==> src/rtl/vseq_pkg.sv <==
package vseq_pkg;
  localparam int PIX_W   = 13;  // pixel position width (8192 pixels)
  localparam int NUM_V   = 13;  // vertical clock outputs
  localparam int REP_W   = 8;   // repeat count width
  localparam int NUM_GRP = 2;   // selectable pattern groups
  localparam int NUM_FRZ = 2;   // hold windows
  localparam int NUM_STB = 3;   // clamp, pixel blank, horizontal blank

  typedef enum logic [1:0] {
    STB_CLAMP = 2'd0,
    STB_PBLK  = 2'd1,
    STB_HBLK  = 2'd2
  } stb_idx_e;
endpackage

==> src/rtl/vseq_toggle_lvl.sv <==
module vseq_toggle_lvl #(
  parameter int W = 13
) (
  input  logic         en_i,
  input  logic [W-1:0] pos_i,
  input  logic [W-1:0] tog1_i,
  input  logic [W-1:0] tog2_i,
  input  logic         pol_i,
  output logic         lvl_o
);
  // Level starts at pol and flips once at each toggle position reached.
  always_comb begin
    if (en_i) lvl_o = pol_i ^ (pos_i >= tog1_i) ^ (pos_i >= tog2_i);
    else      lvl_o = pol_i;
  end
endmodule

==> src/rtl/vseq_hold_win.sv <==
module vseq_hold_win #(
  parameter int W = 13
) (
  input  logic         en_i,
  input  logic [W-1:0] pos_i,
  input  logic [W-1:0] lo_i,
  input  logic [W-1:0] hi_i,
  output logic         in_win_o
);
  always_comb in_win_o = en_i && (pos_i >= lo_i) && (pos_i < hi_i);
endmodule

==> src/rtl/vseq_grp_engine.sv <==
module vseq_grp_engine #(
  parameter int PW = 13,
  parameter int RW = 8
) (
  input  logic          clk_i,
  input  logic          rst_i,
  input  logic          init_i,     // line start: load settings
  input  logic          adv_i,      // pixel counter advances this cycle
  input  logic [PW-1:0] cnt_nxt_i,  // pixel index after this cycle
  input  logic [PW-1:0] start_i,
  input  logic [PW-1:0] len_m1_i,
  input  logic [RW-1:0] rep_i,
  output logic          run_o,
  output logic [PW-1:0] q_o
);
  logic [PW-1:0] start_s;
  logic [PW-1:0] len_s;
  logic [RW-1:0] rep_left;

  always_ff @(posedge clk_i) begin
    if (rst_i) begin
      start_s  <= '0;
      len_s    <= '0;
      rep_left <= '0;
      run_o    <= 1'b0;
      q_o      <= '0;
    end else if (init_i) begin
      start_s  <= start_i;
      len_s    <= len_m1_i;
      rep_left <= rep_i;
      q_o      <= '0;
      run_o    <= (start_i == '0);
    end else if (adv_i) begin
      if (run_o) begin
        if (q_o == len_s) begin
          q_o <= '0;
          if (rep_left == '0) run_o <= 1'b0;
          else                rep_left <= rep_left - 1'b1;
        end else begin
          q_o <= q_o + 1'b1;
        end
      end else if (cnt_nxt_i == start_s) begin
        run_o <= 1'b1;
        q_o   <= '0;
      end
    end
  end

  // local position never passes the end of one group instance
  assert_q_bound_R6: assert property (@(posedge clk_i) disable iff (rst_i)
    run_o |-> (q_o <= len_s));

  // a group that is not running restarts from local position zero
  assert_restart_zero_R5: assert property (@(posedge clk_i) disable iff (rst_i)
    (!run_o && !init_i && adv_i && cnt_nxt_i == start_s) |=> (run_o && q_o == '0));
endmodule

==> src/rtl/vseq_line_gen.sv <==
module vseq_line_gen
  import vseq_pkg::*;
#(
  parameter int PW = PIX_W,
  parameter int NV = NUM_V,
  parameter int RW = REP_W,
  parameter int NG = NUM_GRP,
  parameter int NF = NUM_FRZ,
  parameter int NS = NUM_STB
) (
  input  logic               clk_i,
  input  logic               rst_i,
  input  logic               line_start_i,
  input  logic               line_odd_i,
  input  logic               last_line_i,
  input  logic [PW-1:0]      line_len_i,
  input  logic [PW-1:0]      last_len_i,
  input  logic [NG*PW-1:0]   grp_len_i,
  input  logic [NG*PW-1:0]   grp_start_i,
  input  logic [NG*NV-1:0]   grp_pol_i,
  input  logic [NG*NV*PW-1:0] grp_tog1_i,
  input  logic [NG*NV*PW-1:0] grp_tog2_i,
  input  logic [NV-1:0]      out_sel_i,
  input  logic [RW-1:0]      rep_odd_i,
  input  logic [RW-1:0]      rep_even_i,
  input  logic [NF*PW-1:0]   frz_pos_i,
  input  logic [NF*PW-1:0]   rsm_pos_i,
  input  logic [NF-1:0]      frz_en_i,
  input  logic [NV-1:0]      hold_mask_i,
  input  logic [NS-1:0]      stb_pol_i,
  input  logic [NS*PW-1:0]   stb_tog1_i,
  input  logic [NS*PW-1:0]   stb_tog2_i,
  output logic [NV-1:0]      vclk_o,
  output logic               hd_o,
  output logic               clamp_o,
  output logic               pblk_o,
  output logic               hblk_o
);
  localparam int GI = (NG > 1) ? $clog2(NG) : 1;

  // ---------------- shadow copies, loaded at line start
  logic [PW-1:0]       len_s;
  logic [NG*NV-1:0]    pol_s;
  logic [NG*NV*PW-1:0] t1_s, t2_s;
  logic [NV-1:0]       sel_s, mask_s;
  logic [NF*PW-1:0]    frz_s, rsm_s;
  logic [NF-1:0]       fen_s;
  logic [NS-1:0]       spol_s;
  logic [NS*PW-1:0]    st1_s, st2_s;

  always_ff @(posedge clk_i) begin
    if (rst_i) begin
      len_s  <= '0;
      pol_s  <= '0;
      t1_s   <= '0;
      t2_s   <= '0;
      sel_s  <= '0;
      mask_s <= '0;
      frz_s  <= '0;
      rsm_s  <= '0;
      fen_s  <= '0;
      spol_s <= '0;
      st1_s  <= '0;
      st2_s  <= '0;
    end else if (line_start_i) begin
      len_s  <= last_line_i ? last_len_i : line_len_i;
      pol_s  <= grp_pol_i;
      t1_s   <= grp_tog1_i;
      t2_s   <= grp_tog2_i;
      sel_s  <= out_sel_i;
      mask_s <= hold_mask_i;
      frz_s  <= frz_pos_i;
      rsm_s  <= rsm_pos_i;
      fen_s  <= frz_en_i;
      spol_s <= stb_pol_i;
      st1_s  <= stb_tog1_i;
      st2_s  <= stb_tog2_i;
    end
  end

  // ---------------- pixel counter
  logic [PW-1:0] cnt;
  logic [PW-1:0] cnt_nxt;
  logic          active;

  assign cnt_nxt = cnt + 1'b1;

  always_ff @(posedge clk_i) begin
    if (rst_i) begin
      cnt    <= '0;
      active <= 1'b0;
    end else if (line_start_i) begin
      cnt    <= '0;
      active <= 1'b1;
    end else if (active) begin
      if (cnt == len_s) active <= 1'b0;
      else              cnt    <= cnt_nxt;
    end
  end

  // ---------------- pattern group engines
  logic [RW-1:0]  rep_sel;
  logic [NG-1:0]  grp_run;
  logic [PW-1:0]  grp_q [NG];

  assign rep_sel = line_odd_i ? rep_odd_i : rep_even_i;

  for (genvar g = 0; g < NG; g++) begin : g_grp
    vseq_grp_engine #(.PW(PW), .RW(RW)) u_eng (
      .clk_i     (clk_i),
      .rst_i     (rst_i),
      .init_i    (line_start_i),
      .adv_i     (active),
      .cnt_nxt_i (cnt_nxt),
      .start_i   (grp_start_i[g*PW +: PW]),
      .len_m1_i  (grp_len_i[g*PW +: PW]),
      .rep_i     (rep_sel),
      .run_o     (grp_run[g]),
      .q_o       (grp_q[g])
    );
  end

  // ---------------- per-output waveform from the selected group
  logic [NV-1:0] wave;

  for (genvar j = 0; j < NV; j++) begin : g_vout
    logic [GI-1:0] gs;
    assign gs = GI'(sel_s[j]);
    vseq_toggle_lvl #(.W(PW)) u_lvl (
      .en_i   (grp_run[gs]),
      .pos_i  (grp_q[gs]),
      .tog1_i (t1_s[(int'(gs)*NV + j)*PW +: PW]),
      .tog2_i (t2_s[(int'(gs)*NV + j)*PW +: PW]),
      .pol_i  (pol_s[int'(gs)*NV + j]),
      .lvl_o  (wave[j])
    );
  end

  // ---------------- hold windows
  logic [NF-1:0] in_win;
  logic [NV-1:0] held_m;

  for (genvar k = 0; k < NF; k++) begin : g_hold
    vseq_hold_win #(.W(PW)) u_win (
      .en_i     (fen_s[k]),
      .pos_i    (cnt),
      .lo_i     (frz_s[k*PW +: PW]),
      .hi_i     (rsm_s[k*PW +: PW]),
      .in_win_o (in_win[k])
    );
  end

  assign held_m = (|in_win) ? mask_s : '0;

  // ---------------- clamp and blanking strobes
  logic [NS-1:0] stb_lvl;

  for (genvar s = 0; s < NS; s++) begin : g_stb
    vseq_toggle_lvl #(.W(PW)) u_lvl (
      .en_i   (1'b1),
      .pos_i  (cnt),
      .tog1_i (st1_s[s*PW +: PW]),
      .tog2_i (st2_s[s*PW +: PW]),
      .pol_i  (spol_s[s]),
      .lvl_o  (stb_lvl[s])
    );
  end

  // ---------------- registered outputs
  always_ff @(posedge clk_i) begin
    if (rst_i) begin
      vclk_o  <= '0;
      hd_o    <= 1'b0;
      clamp_o <= 1'b0;
      pblk_o  <= 1'b0;
      hblk_o  <= 1'b0;
    end else if (active) begin
      vclk_o  <= (vclk_o & held_m) | (wave & ~held_m);
      hd_o    <= (cnt == '0);
      clamp_o <= stb_lvl[STB_CLAMP];
      pblk_o  <= stb_lvl[STB_PBLK];
      hblk_o  <= stb_lvl[STB_HBLK];
    end else begin
      hd_o    <= 1'b0;
    end
  end

  // ---------------- assertions
  assert_cnt_bound_R1: assert property (@(posedge clk_i) disable iff (rst_i)
    active |-> (cnt <= len_s));

  assert_idle_hold_R1: assert property (@(posedge clk_i) disable iff (rst_i)
    (!active && !line_start_i) |=> ($stable(vclk_o) && $stable(clamp_o) && !hd_o));

  assert_hd_single_R2: assert property (@(posedge clk_i) disable iff (rst_i)
    (active && cnt != '0) |=> !hd_o);

  assert_hold_keep_R7: assert property (@(posedge clk_i) disable iff (rst_i)
    (active && held_m != '0) |=>
      ((vclk_o & $past(held_m)) == ($past(vclk_o) & $past(held_m))));

  assert_shadow_stable_R9: assert property (@(posedge clk_i) disable iff (rst_i)
    !line_start_i |=> ($stable(len_s) && $stable(mask_s) && $stable(t1_s)));

  assert_reset_clear_R10: assert property (@(posedge clk_i)
    rst_i |=> (vclk_o == '0 && !hd_o && !clamp_o && !pblk_o && !hblk_o));
endmodule

==> config.mk <==
export PLATFORM = sky130hd
export DESIGN_NAME = vseq_line_gen
export DESIGN_NICKNAME = d
export VERILOG_FILES = /design/src/rtl/vseq_pkg.sv /design/src/rtl/vseq_toggle_lvl.sv /design/src/rtl/vseq_hold_win.sv /design/src/rtl/vseq_grp_engine.sv /design/src/rtl/vseq_line_gen.sv
export SDC_FILE = /design/constraint.sdc
export NUM_CORES = 2
export LEC_CHECK = 0
export CORE_MARGIN = 5
export CORE_UTILIZATION = 40
export CTS_BUF_LIST = sky130_fd_sc_hd__clkbuf_4 sky130_fd_sc_hd__clkbuf_8 sky130_fd_sc_hd__clkbuf_16
export DETAILED_ROUTE_END_ITERATION = 10
export REMOVE_ABC_BUFFERS = 1
export SYNTH_ARGS = -nofsm -noshare
export SYNTH_HDL_FRONTEND = slang
export SYNTH_HIERARCHICAL = 1
export SYNTH_SLANG_ARGS = --single-unit
==> constraint.sdc <==
create_clock -name clk_i -period 5.4 [get_ports clk_i]
set_input_delay 1.35 -clock clk_i [delete_from_list [all_inputs] [get_ports clk_i]]
set_output_delay 1.35 -clock clk_i [all_outputs]
set_load 0.01 [all_outputs]
==> results.json <==
{
  "clk-insertion-delay-late_ps": 740,
  "crit_buf_inv": 1,
  "fin_crit_sh": 0.7088,
  "arrival_ps": 4420,
  "cts_tree": "yes",
  "syn_inst": 6025,
  "post-route-util": 0.5155,
  "worst_slew_pin_slew_ps": 1392,
  "crit_path_max_incr_delay_ps": 1230,
  "p_sw_mw": 5.097,
  "synth_top_area_share": 0.3556,
  "grt_max_degree": 194,
  "final_cells": 8866,
  "skew_ps": 47.78,
  "fp.coreArea_sq_um": 139900,
  "area_growth_pct": 27.72,
  "start_kind": "register",
  "worstPathCellList": "mux2_2 > inv_1 > ha_1 > a21oi_1 > o21ai_1 > a21oi_1 > o2111ai_1 > and2_1 > a32o_1 > mux2i_1 > nor2_1",
  "ant_nets": 0,
  "cts_resized": 0,
  "cp_top_family": "flip-flops",
  "port_buffers": 978,
  "timing.critical_path.mode_cell": "a21oi_1",
  "grt_pass1_vias": 45430,
  "ioPinCount": 979,
  "vias_per_cell": 5.151,
  "avgSynthCellArea_sq_um": 9.371,
  "end_kind": "register",
  "rsz0062_at_grt": "no",
  "max-cap-violations": 0,
  "synth-edff-count": 0,
  "yosys_warnings": 6,
  "yosys.area.top_type": "dfxtp_1",
  "power_density_nw_per_um2": 272.7,
  "syn-cell-area_sq_um": 56460,
  "layout_commonest_cell": "nor2_1",
  "ctsHoldBuffers": 0,
  "tns_ps": 0,
  "die-area_sq_um": 148800,
  "cp_slowest_cell": "dfxtp_2",
  "worst_hold_slack_ps": 484.4,
  "design_area_sq_um": 72110,
  "holdPathStages": 2,
  "crit_required_ps": 5990,
  "setup_viol": 0,
  "synthFlopType": "dfxtp_1",
  "drt_iter0_drc": 2559,
  "p_int_mw": 14.57,
  "die_h_microns": 385.7,
  "reg2reg_depth": 11,
  "via_count": 45670,
  "ys_seq_area_frac": 0.3556,
  "power_leakage_nw": 32.34,
  "synth_cell_types": 67,
  "p_seq_frac": 0.415,
  "rr_startpoint": "sel_s[6]$_SDFFE_PP0P_",
  "crit_fanout": 42,
  "numCtsBuffers": 117,
  "initial_utilization": 0.4037,
  "clk_path_buf_depth": 3,
  "floorplan.die.width_microns": 385.7,
  "post_cts_buffers": 0,
  "grt_overflow_total": 0,
  "slew_headroom": 0.07188,
  "wire_per_inst_microns": 22.96,
  "rows": 137,
  "fmax_mhz": 261.3,
  "ir_drop_mv": 0.2822,
  "firstDrtPassIters": 5,
  "final_cell_mix": "nor2_1 (1,025), clkdlybuf4s50_1 (976), dfxtp_1 (962)",
  "worst_slack_ps": 1573,
  "gp_congestion": 0.8770,
  "drc": 0,
  "place_inst": 8584,
  "report.power.total_mw": 19.67,
  "dpl-instance-area_sq_um": 67730,
  "cts_sinks": 1003,
  "comb_power_share": 0.152,
  "dp_hpwl_microns": 148000,
  "p_clk_frac": 0.434,
  "finalNetCount": 8263,
  "status": "completed",
  "grtUsageTotal": 0.2606,
  "grt_pass1_wl_microns": 291800,
  "cts_root_buf": "clkbuf_16",
  "clkTransAtPathRegs_ps": 70,
  "pre_cts_slack_ps": 1628,
  "hold_viol_final": 0,
  "report.final.slew_viol_count": 0,
  "path_class": "reg -> reg",
  "cts_max_level": 3,
  "routed_wl_microns": 203600,
  "async_reset_ff_frac": 0,
  "period_minus_slack_ps": 3827,
  "swShare": 0.2592,
  "r2r_slack_ps": 1570,
  "min_to": "t2_s[50]$_SDFFE_PP0P_",
  "synth-seq-cells": 1003,
  "fill_cells": 13000,
  "min_path_type": "reg -> reg",
  "hp-start": "t2_s[50]$_SDFFE_PP0P_",
  "antenna_found_initial": 98,
  "drive_gt1_frac": 0.1347,
  "synth_area_leaders": "dfxtp_1 (36%), mux2i_1 (17%), mux2_2 (11%)"
}
sequential cells by signal, summed over array words and instances (netlist names), 26 cells and up, named ones only:
register,flops
st2_s,39
t1_s,338
rsm_s,26
g_grp.u_eng/len_s,26
pol_s,26
t2_s,338
g_grp.u_eng/q_o,26
g_grp.u_eng/start_s,26
frz_s,26
st1_s,39
worst max path at each step:
stage / from / endpoint / cells past startpoint
2_1_floorplan: sel_s[12]$_SDFFE_PP0P_ / register / 10
3_3_place_gp: g_grp[1].u_eng/q_o[7]$_SDFFE_PP0P_ / g_grp[1].u_eng/rep_left[6]$_SDFFE_PP0P_ / 6
3_5_place_dp: sel_s[6]$_SDFFE_PP0P_ / register / 11
4_1_cts: sel_s[6]$_SDFFE_PP0P_ / register / 11
5_1_grt: sel_s[6]$_SDFFE_PP0P_ / register / 11
6_report: sel_s[6]$_SDFFE_PP0P_ / register / 11
kinds of logic after synthesis:
family	share of synthesized area
fa+ha+maj	0.1050
other cells	0.00006642
flops	0.3556
buf+inv	0.06174
compound gates	0.06954
mux	0.2753
simple gates	0.1173
xor+xnor	0.01547
worst register-to-register path: stages, from the launching register on:
cell	delay, ps
dfxtp_2	1230
mux2_2	610
inv_1	100
ha_1	300
a21oi_1	170
o21ai_1	120
a21oi_1	350
o2111ai_1	160
and2_1	190
a32o_1	280
mux2i_1	140
nor2_1	50
power by group through the flow:
stage	clock, mW	sequential, mW	combinational, mW
floorplan	0	8.20	1.49
global route	9.03	8.20	3.26
finish	8.53	8.16	2.98
detailed placement	0	8.31	2.97
global placement	0	8.30	2.93
CTS	8.72	8.15	2.99
layer usage:
| layer | global-route usage | vias to the layer above | routed length (microns) |
|---|---|---|---|
| met5 | 0 | - | 274 |
| met4 | 0.09035 | 42 | 6604 |
| met3 | 0.05581 | 328 | 12640 |
| met2 | 0.4440 | 1311 | 97330 |
| met1 | 0.3261 | 21560 | 86710 |
| li1 | - | 22430 | - |
synthesized netlist by cell type, types with 6 or more instances:
| master | instances |
|---|---|
| o221ai_1 | 18 |
| nor3_1 | 43 |
| xor2_1 | 31 |
| and2_1 | 24 |
| buf_6 | 7 |
| dfxtp_1 | 1003 |
| a31oi_1 | 10 |
| and3_1 | 12 |
| o21ai_0 | 50 |
| nor2b_1 | 22 |
| nor4_1 | 16 |
| inv_1 | 528 |
| a311oi_1 | 10 |
| o21a_1 | 16 |
| or3_1 | 21 |
| o22ai_1 | 6 |
| or2_2 | 8 |
| mux2i_1 | 944 |
| ha_1 | 474 |
| buf_2 | 97 |
| o21ai_4 | 16 |
| a32o_1 | 16 |
| and4_1 | 6 |
| o2111ai_1 | 32 |
| nor2_1 | 1025 |
| mux2_2 | 541 |
| nand4_1 | 74 |
| or4_1 | 13 |
| o21ai_1 | 43 |
| buf_1 | 29 |
| a21o_1 | 68 |
| a31oi_2 | 16 |
| or3_4 | 16 |
| nand2_1 | 166 |
| xnor2_1 | 65 |
| o31ai_1 | 8 |
| a21oi_1 | 213 |
| o211ai_1 | 10 |
| clkbuf_1 | 215 |
| a211oi_1 | 15 |
| nand3_1 | 36 |
| o311a_1 | 18 |
layout make-up:
cell class                      count  area, sq um  area share
Inverter                          528         1982     0.02748
Clock buffer                      167         3508     0.04865
Timing Repair Buffer             1026        10340      0.1434
Clock inverter                     52        719.4    0.009977
Antenna cell                       63        157.7    0.002186
Tap cell                         1876         2347     0.03255
Multi-Input combinational cell   4151        32930      0.4566
Sequential cell                  1003        20130      0.2792
(Power assumes the default switching activity.)
